--- config.mk ---
export PLATFORM = sky130hd
export DESIGN_NAME = cache_cfg_regs
export DESIGN_NICKNAME = d
export VERILOG_FILES = /design/src/rtl/cache_cfg_pkg.sv /design/src/rtl/cache_cmd_decode.sv /design/src/rtl/cache_flush_addr.sv /design/src/rtl/cache_miss_counter.sv /design/src/rtl/cache_cfg_regs.sv
export SDC_FILE = /design/constraint.sdc
export NUM_CORES = 1
export LEC_CHECK = 0
export BUFFER_PORTS_ARGS = -buffer_cell sky130_fd_sc_hd__buf_2
export CAP_MARGIN = 15
export CORE_MARGIN = 10
export CORE_UTILIZATION = 40
export CTS_BUF_LIST = sky130_fd_sc_hd__clkbuf_16
export CTS_CLUSTER_SIZE = 40
export DETAILED_ROUTE_END_ITERATION = 10
export PLACE_DENSITY = 0.67
export SYNTH_ARGS = -nofsm -noshare
export SYNTH_HDL_FRONTEND = slang
export SYNTH_SLANG_ARGS = --single-unit
export TNS_END_PERCENT = 1
--- constraint.sdc ---
create_clock -name clk_i -period 1.9 [get_ports clk_i]
set_clock_uncertainty 0.15 [all_clocks]
set_input_delay 0.38 -clock clk_i [delete_from_list [all_inputs] [get_ports clk_i]]
set_output_delay 0.38 -clock clk_i [all_outputs]
set_load 0.05 [all_outputs]
--- src/rtl/cache_cfg_pkg.sv ---
package cache_cfg_pkg;
  typedef enum logic [1:0] {
    SEL_CMD  = 2'd0,
    SEL_FLO  = 2'd1,
    SEL_FHI  = 2'd2,
    SEL_MISS = 2'd3
  } reg_sel_e;

  localparam logic [15:0] CMD_INIT  = 16'hCE3C;
  localparam logic [15:0] CMD_FLUSH = 16'hDE3C;
endpackage

--- src/rtl/cache_cmd_decode.sv ---
module cache_cmd_decode
  import cache_cfg_pkg::*;
#(
  parameter int DATA_W = 16
) (
  input  logic              clk_i,
  input  logic              rst_ni,
  input  logic              cache_en_i,
  input  logic              wr_i,
  input  logic [DATA_W-1:0] wdata_i,
  output logic [DATA_W-1:0] cmd_o,
  output logic              init_o,
  output logic              flush_o
);
  logic is_init, is_flush, accept;

  assign is_init  = (wdata_i == DATA_W'(CMD_INIT));
  assign is_flush = (wdata_i == DATA_W'(CMD_FLUSH));
  assign accept   = wr_i && !cache_en_i && (is_init || is_flush);

  always_ff @(posedge clk_i or negedge rst_ni) begin
    if (!rst_ni) begin
      cmd_o   <= '0;
      init_o  <= 1'b0;
      flush_o <= 1'b0;
    end else begin
      init_o  <= accept && is_init;
      flush_o <= accept && is_flush;
      if (accept) cmd_o <= wdata_i;
    end
  end

  AST_FLUSH_CAUSE: assert property (@(posedge clk_i) disable iff (!rst_ni)
    flush_o |-> $past(wr_i && !cache_en_i && wdata_i == DATA_W'(CMD_FLUSH)))
    else $error("flush pulse without legal flush write");
  AST_ILLEGAL_IGNORED: assert property (@(posedge clk_i) disable iff (!rst_ni)
    (wr_i && !is_init && !is_flush) |=> ($stable(cmd_o) && !init_o && !flush_o))
    else $error("illegal command changed state");
  AST_LOCKED_WHEN_EN: assert property (@(posedge clk_i) disable iff (!rst_ni)
    (wr_i && cache_en_i) |=> ($stable(cmd_o) && !init_o && !flush_o))
    else $error("command accepted while enabled");
  AST_PULSE_EXCL: assert property (@(posedge clk_i) disable iff (!rst_ni)
    !(init_o && flush_o))
    else $error("both pulses high");
endmodule

--- src/rtl/cache_flush_addr.sv ---
module cache_flush_addr #(
  parameter int DATA_W = 16,
  parameter int ADDR_W = 24,
  localparam int HI_W  = ADDR_W - DATA_W
) (
  input  logic              clk_i,
  input  logic              rst_ni,
  input  logic              wr_lo_i,
  input  logic              wr_hi_i,
  input  logic [DATA_W-1:0] wdata_i,
  output logic [DATA_W-1:0] lo_o,
  output logic [HI_W-1:0]   hi_o
);
  always_ff @(posedge clk_i or negedge rst_ni) begin
    if (!rst_ni) begin
      lo_o <= '0;
      hi_o <= '0;
    end else begin
      if (wr_lo_i) lo_o <= wdata_i;
      if (wr_hi_i) hi_o <= wdata_i[HI_W-1:0];
    end
  end

  AST_ADDR_HOLD: assert property (@(posedge clk_i) disable iff (!rst_ni)
    (!wr_lo_i && !wr_hi_i) |=> ($stable(lo_o) && $stable(hi_o)))
    else $error("flush address moved without write");
endmodule

--- src/rtl/cache_miss_counter.sv ---
module cache_miss_counter #(
  parameter int CNT_W = 16
) (
  input  logic             clk_i,
  input  logic             rst_ni,
  input  logic             miss_i,
  input  logic             wr_i,
  input  logic [CNT_W-1:0] wdata_i,
  output logic [CNT_W-1:0] cnt_o
);
  localparam logic [CNT_W-1:0] CNT_MAX = '1;

  always_ff @(posedge clk_i or negedge rst_ni) begin
    if (!rst_ni)                         cnt_o <= '0;
    else if (wr_i)                       cnt_o <= wdata_i;
    else if (miss_i && cnt_o != CNT_MAX) cnt_o <= cnt_o + 1'b1;
  end

  AST_NO_WRAP: assert property (@(posedge clk_i) disable iff (!rst_ni)
    (!wr_i && cnt_o == CNT_MAX) |=> (cnt_o == CNT_MAX))
    else $error("miss counter wrapped");
  AST_COUNT_STEP: assert property (@(posedge clk_i) disable iff (!rst_ni)
    (!wr_i && miss_i && cnt_o != CNT_MAX) |=> (cnt_o == $past(cnt_o) + 1'b1))
    else $error("miss not counted");
  AST_SW_WINS: assert property (@(posedge clk_i) disable iff (!rst_ni)
    wr_i |=> (cnt_o == $past(wdata_i)))
    else $error("software load lost");
endmodule

--- src/rtl/cache_cfg_regs.sv ---
module cache_cfg_regs
  import cache_cfg_pkg::*;
#(
  parameter int DATA_W = 16,
  parameter int ADDR_W = 24,
  parameter int CNT_W  = 16
) (
  input  logic              clk_i,
  input  logic              rst_ni,
  input  logic              cache_en_i,
  input  logic              we_i,
  input  logic [1:0]        sel_i,
  input  logic [DATA_W-1:0] wdata_i,
  output logic [DATA_W-1:0] rdata_o,
  input  logic              miss_i,
  output logic              init_pulse_o,
  output logic              flush_pulse_o,
  output logic [ADDR_W-1:0] flush_addr_o
);
  localparam int HI_W = ADDR_W - DATA_W;

  logic [DATA_W-1:0] cmd_q, lo_q;
  logic [HI_W-1:0]   hi_q;
  logic [CNT_W-1:0]  cnt_q;
  reg_sel_e          sel;

  assign sel = reg_sel_e'(sel_i);

  cache_cmd_decode #(.DATA_W(DATA_W)) u_cmd (
    .clk_i, .rst_ni, .cache_en_i,
    .wr_i    (we_i && sel == SEL_CMD),
    .wdata_i,
    .cmd_o   (cmd_q),
    .init_o  (init_pulse_o),
    .flush_o (flush_pulse_o)
  );

  cache_flush_addr #(.DATA_W(DATA_W), .ADDR_W(ADDR_W)) u_faddr (
    .clk_i, .rst_ni,
    .wr_lo_i (we_i && sel == SEL_FLO),
    .wr_hi_i (we_i && sel == SEL_FHI),
    .wdata_i,
    .lo_o    (lo_q),
    .hi_o    (hi_q)
  );

  cache_miss_counter #(.CNT_W(CNT_W)) u_miss (
    .clk_i, .rst_ni, .miss_i,
    .wr_i    (we_i && sel == SEL_MISS),
    .wdata_i (wdata_i[CNT_W-1:0]),
    .cnt_o   (cnt_q)
  );

  assign flush_addr_o = {hi_q, lo_q};

  always_comb begin
    unique case (sel)
      SEL_CMD:  rdata_o = cmd_q;
      SEL_FLO:  rdata_o = lo_q;
      SEL_FHI:  rdata_o = {{(DATA_W-HI_W){1'b0}}, hi_q};
      default:  rdata_o = {{(DATA_W-CNT_W){1'b0}}, cnt_q};
    endcase
  end

  AST_RESV_ZERO: assert property (@(posedge clk_i) disable iff (!rst_ni)
    (sel == SEL_FHI) |-> (rdata_o[DATA_W-1:HI_W] == '0))
    else $error("reserved high bits nonzero");
  AST_FLUSH_ADDR_STABLE: assert property (@(posedge clk_i) disable iff (!rst_ni)
    flush_pulse_o |-> (flush_addr_o[DATA_W-1:0] == lo_q))
    else $error("flush address mismatch");
endmodule

==> impl_metrics.ini <==
[global_routing]
grt_max_degree = 22
grt_use_total = 0.163
first_global_vias = 2690
grt.overflow.total = 0
grt_pass1_wl_um = 14400
antenna_found_initial = 0

[worst_setup_path]
r2r_start = u_miss.cnt_o[4]
start_kind = flop
regToRegSetupSlack_ns = -0.07
critPathCaptureType = primary output
critPathRequiredTime_ns = 1.37
r2r.worst_path.cells = 5
path_max_fanout = 6
cp_data_arrival_time_ns = 1.51
r2r-end = u_miss.cnt_o[13]
crit_type = flop to primary output

[sta]
period_needed_ns = 2.04
finalHoldViolations = 0
worst_slew_pin_slew_ns = 0.534
max_slew_margin = 0.641
rsz0062_at_grt = yes
fin_tns_setup_ns = -1.78
slew_viol_final = 0
finalCritPeriodShare = 1.07
finalWorstSetupSlack_ns = -0.138
setup_viol = 19
max_freq_mhz = 491

[detailed_routing]
ant_nets = 0
wl_met2_um = 4430
drc = 0
vias = 2574
drt-initial-drc-count = 165
via_per_inst = 5.52
wl_per_cell_um = 19.3
firstDrtPassIters = 5
wirelength_um = 8980
routedLengthMet1_um = 3880
wl_met3_um = 495
highest_layer = met4

[floorplanning]
ioPinCount = 65
die_y_um = 105
dieArea_um2 = 11000
start_util = 0.416
core_area_um2 = 6910
die_w_um = 105
rows = 30

[placed_design]
dp_hpwl_um = 6590
gp_congestion = 0.871
io_buffers = 64

[synth]
syn_inst = 244
synth_edf_count = 0
syn_area_um2 = 2870
synth_top_area_cell = dfrtp_1
synth_common_cells = 58 x dfrtp_1, 33 x mux2_2, 15 x nor2_1, 13 x nand3_1, 11 x nand2_1
syn-num-nets = 268
synth_seq_cells = 58
synth_most_common_cell = dfrtp_1
yosysWarnings = 0
synth_area_leaders = dfrtp_1 51%, mux2_2 13%, mux4_2 5.5%
syn_area_per_cell_um2 = 11.8
synth_ff_type = dfrtp_1
synthDistinctLibCells = 39
async_flop_share = 1.00
yosysSeqAreaShare = 0.505
yosys.area.top_type_share = 0.505

[clock_tree]
clk_latency_ns = 0.33
htreeDepth = 3
cts-root-buf = clkbuf_16
cts_tree = yes
cts_sinks = 58
numCtsBuffers = 9
cts.clk_slew.worst_paths_ns = 0.05
cts_buffer_depth = 2

[power]
p_int_uw = 3080
vdd_drop_max_uv = 434
combPwrFrac = 0.356
power_leakage_uw = 0.00200
switching_power_uw = 1720
sw_frac_of_total = 0.358
clock_power_share = 0.316
seqPwrFrac = 0.328
powerDensity_nw_per_um2 = 1130

[final_layout]
area_growth_pct = 47.7
nNetsFinal = 390
drive_above_1_share = 0.538
final_core_util = 0.615
diodes = 0

[status]
violations = negative setup slack
status = finished with violations

[job]
drv_cap = 0

[worst_hold_path]
hp-start = wdata_i[12]
hp-class = input port to flop
holdPathStages = 2
hold_end = u_cmd.init_o
[kinds of logic (layout without fill, tap and decap cells)]
logic type	Yosys count	after routing	synth area share
AND/OR/NAND/NOR	93	93	0.185
flip-flops	58	58	0.505
multiplexers	41	41	0.193
AO/OA/AOI/OAI	37	37	0.0923
buffers and inverters	14	140	0.0196
adder cells (fa/ha/maj)	1	1	0.00435
[routing by layer]
metal	up-vias	GRT usage
met5	-	0
met4	0	0.0716
met3	14	0.0448
met2	62	0.265
met1	1313	0.197
li1	1185	-
[power by group through the flow]
stage / sequential [µW] / combinational [µW] / clock [µW]
4_1_cts: 1560 / 1690 / 1530
3_3_place_gp: 1560 / 1470 / 0
5_1_grt: 1600 / 1800 / 1580
6_report: 1570 / 1710 / 1520
2_1_floorplan: 1920 / 616 / 0
3_5_place_dp: 1570 / 1500 / 0
[per-stage QoR]
stage	setup slack, ns	hold WS [ns]	total power, µW	area, µm²	std cells
2_1_floorplan	-0.0603	-0.0656	2530	2900	244
3_3_place_gp	-0.0738	0.220	3040	3710	442
3_5_place_dp	-0.0941	0.223	3070	3710	442
4_1_cts	-0.133	0.120	4780	4210	465
5_1_grt	-0.164	0.139	4980	4250	466
6_report	-0.138	0.132	4800	4250	466
[flip-flops by register name (all words and copies together) (netlist names)]
register       cells
u_cmd.cmd_o       16
u_miss.cnt_o      16
u_faddr.lo_o      16
u_faddr.hi_o       8
u_cmd.flush_o      1
u_cmd.init_o       1
[critical path: stages, from the launching register on]
cell and delay (ns):
dfrtp_1 0.39, buf_6 0.14, mux4_2 0.48, buf_8 0.17
[how the worst max path moves through the flow]
stage / start / end / depth (start not counted)
floorplan: sel_i[1] / rdata_o[14] / 4
global placement: sel_i[0] / u_miss.cnt_o[7] / 6
detailed placement: sel_i[0] / u_miss.cnt_o[7] / 6
CTS: u_miss.cnt_o[4] / rdata_o[4] / 3
global route: u_miss.cnt_o[5] / rdata_o[5] / 3
finish: u_miss.cnt_o[5] / rdata_o[5] / 3
[cell usage in the layout (no fill, tap or decap), types with 5 or more instances in the layout]
cell       synthesis  routed
a22o_1             8       6
a31oi_1           10      10
buf_12             0       5
buf_2              3      48
buf_4              0      43
buf_6              0      21
buf_8              0       5
clkbuf_16          0       9
dfrtp_1           58      56
mux2_2            33      32
mux4_2             7       8
nand2_1           11      11
nand3_1           13      12
nand4_1            5       5
nor2_1            15      15
o21ai_0            5       5
o31ai_1            8       8
or2_2              9       9
or4_1              5       5
[layout make-up]
cell class	count	area (µm²)
clock inverters	6	51.3
clock buffers	9	225
repair buffers	123	985
well taps	96	120
multi-input cells	172	1400
flip-flops and latches	58	1450
fillers	570	2660
inverters	2	7.51
[what timing repair did]
action | 4_1_cts | 5_1_grt
pin swaps | 1 | 6
hold buffers | 1 | 0
endpoints found under the setup margin | 18 | 29
endpoints found under the hold margin | 17 | 0
gates resized for setup | 51 | 7
setup buffers | 7 | 1
(Power assumes the default switching activity.)
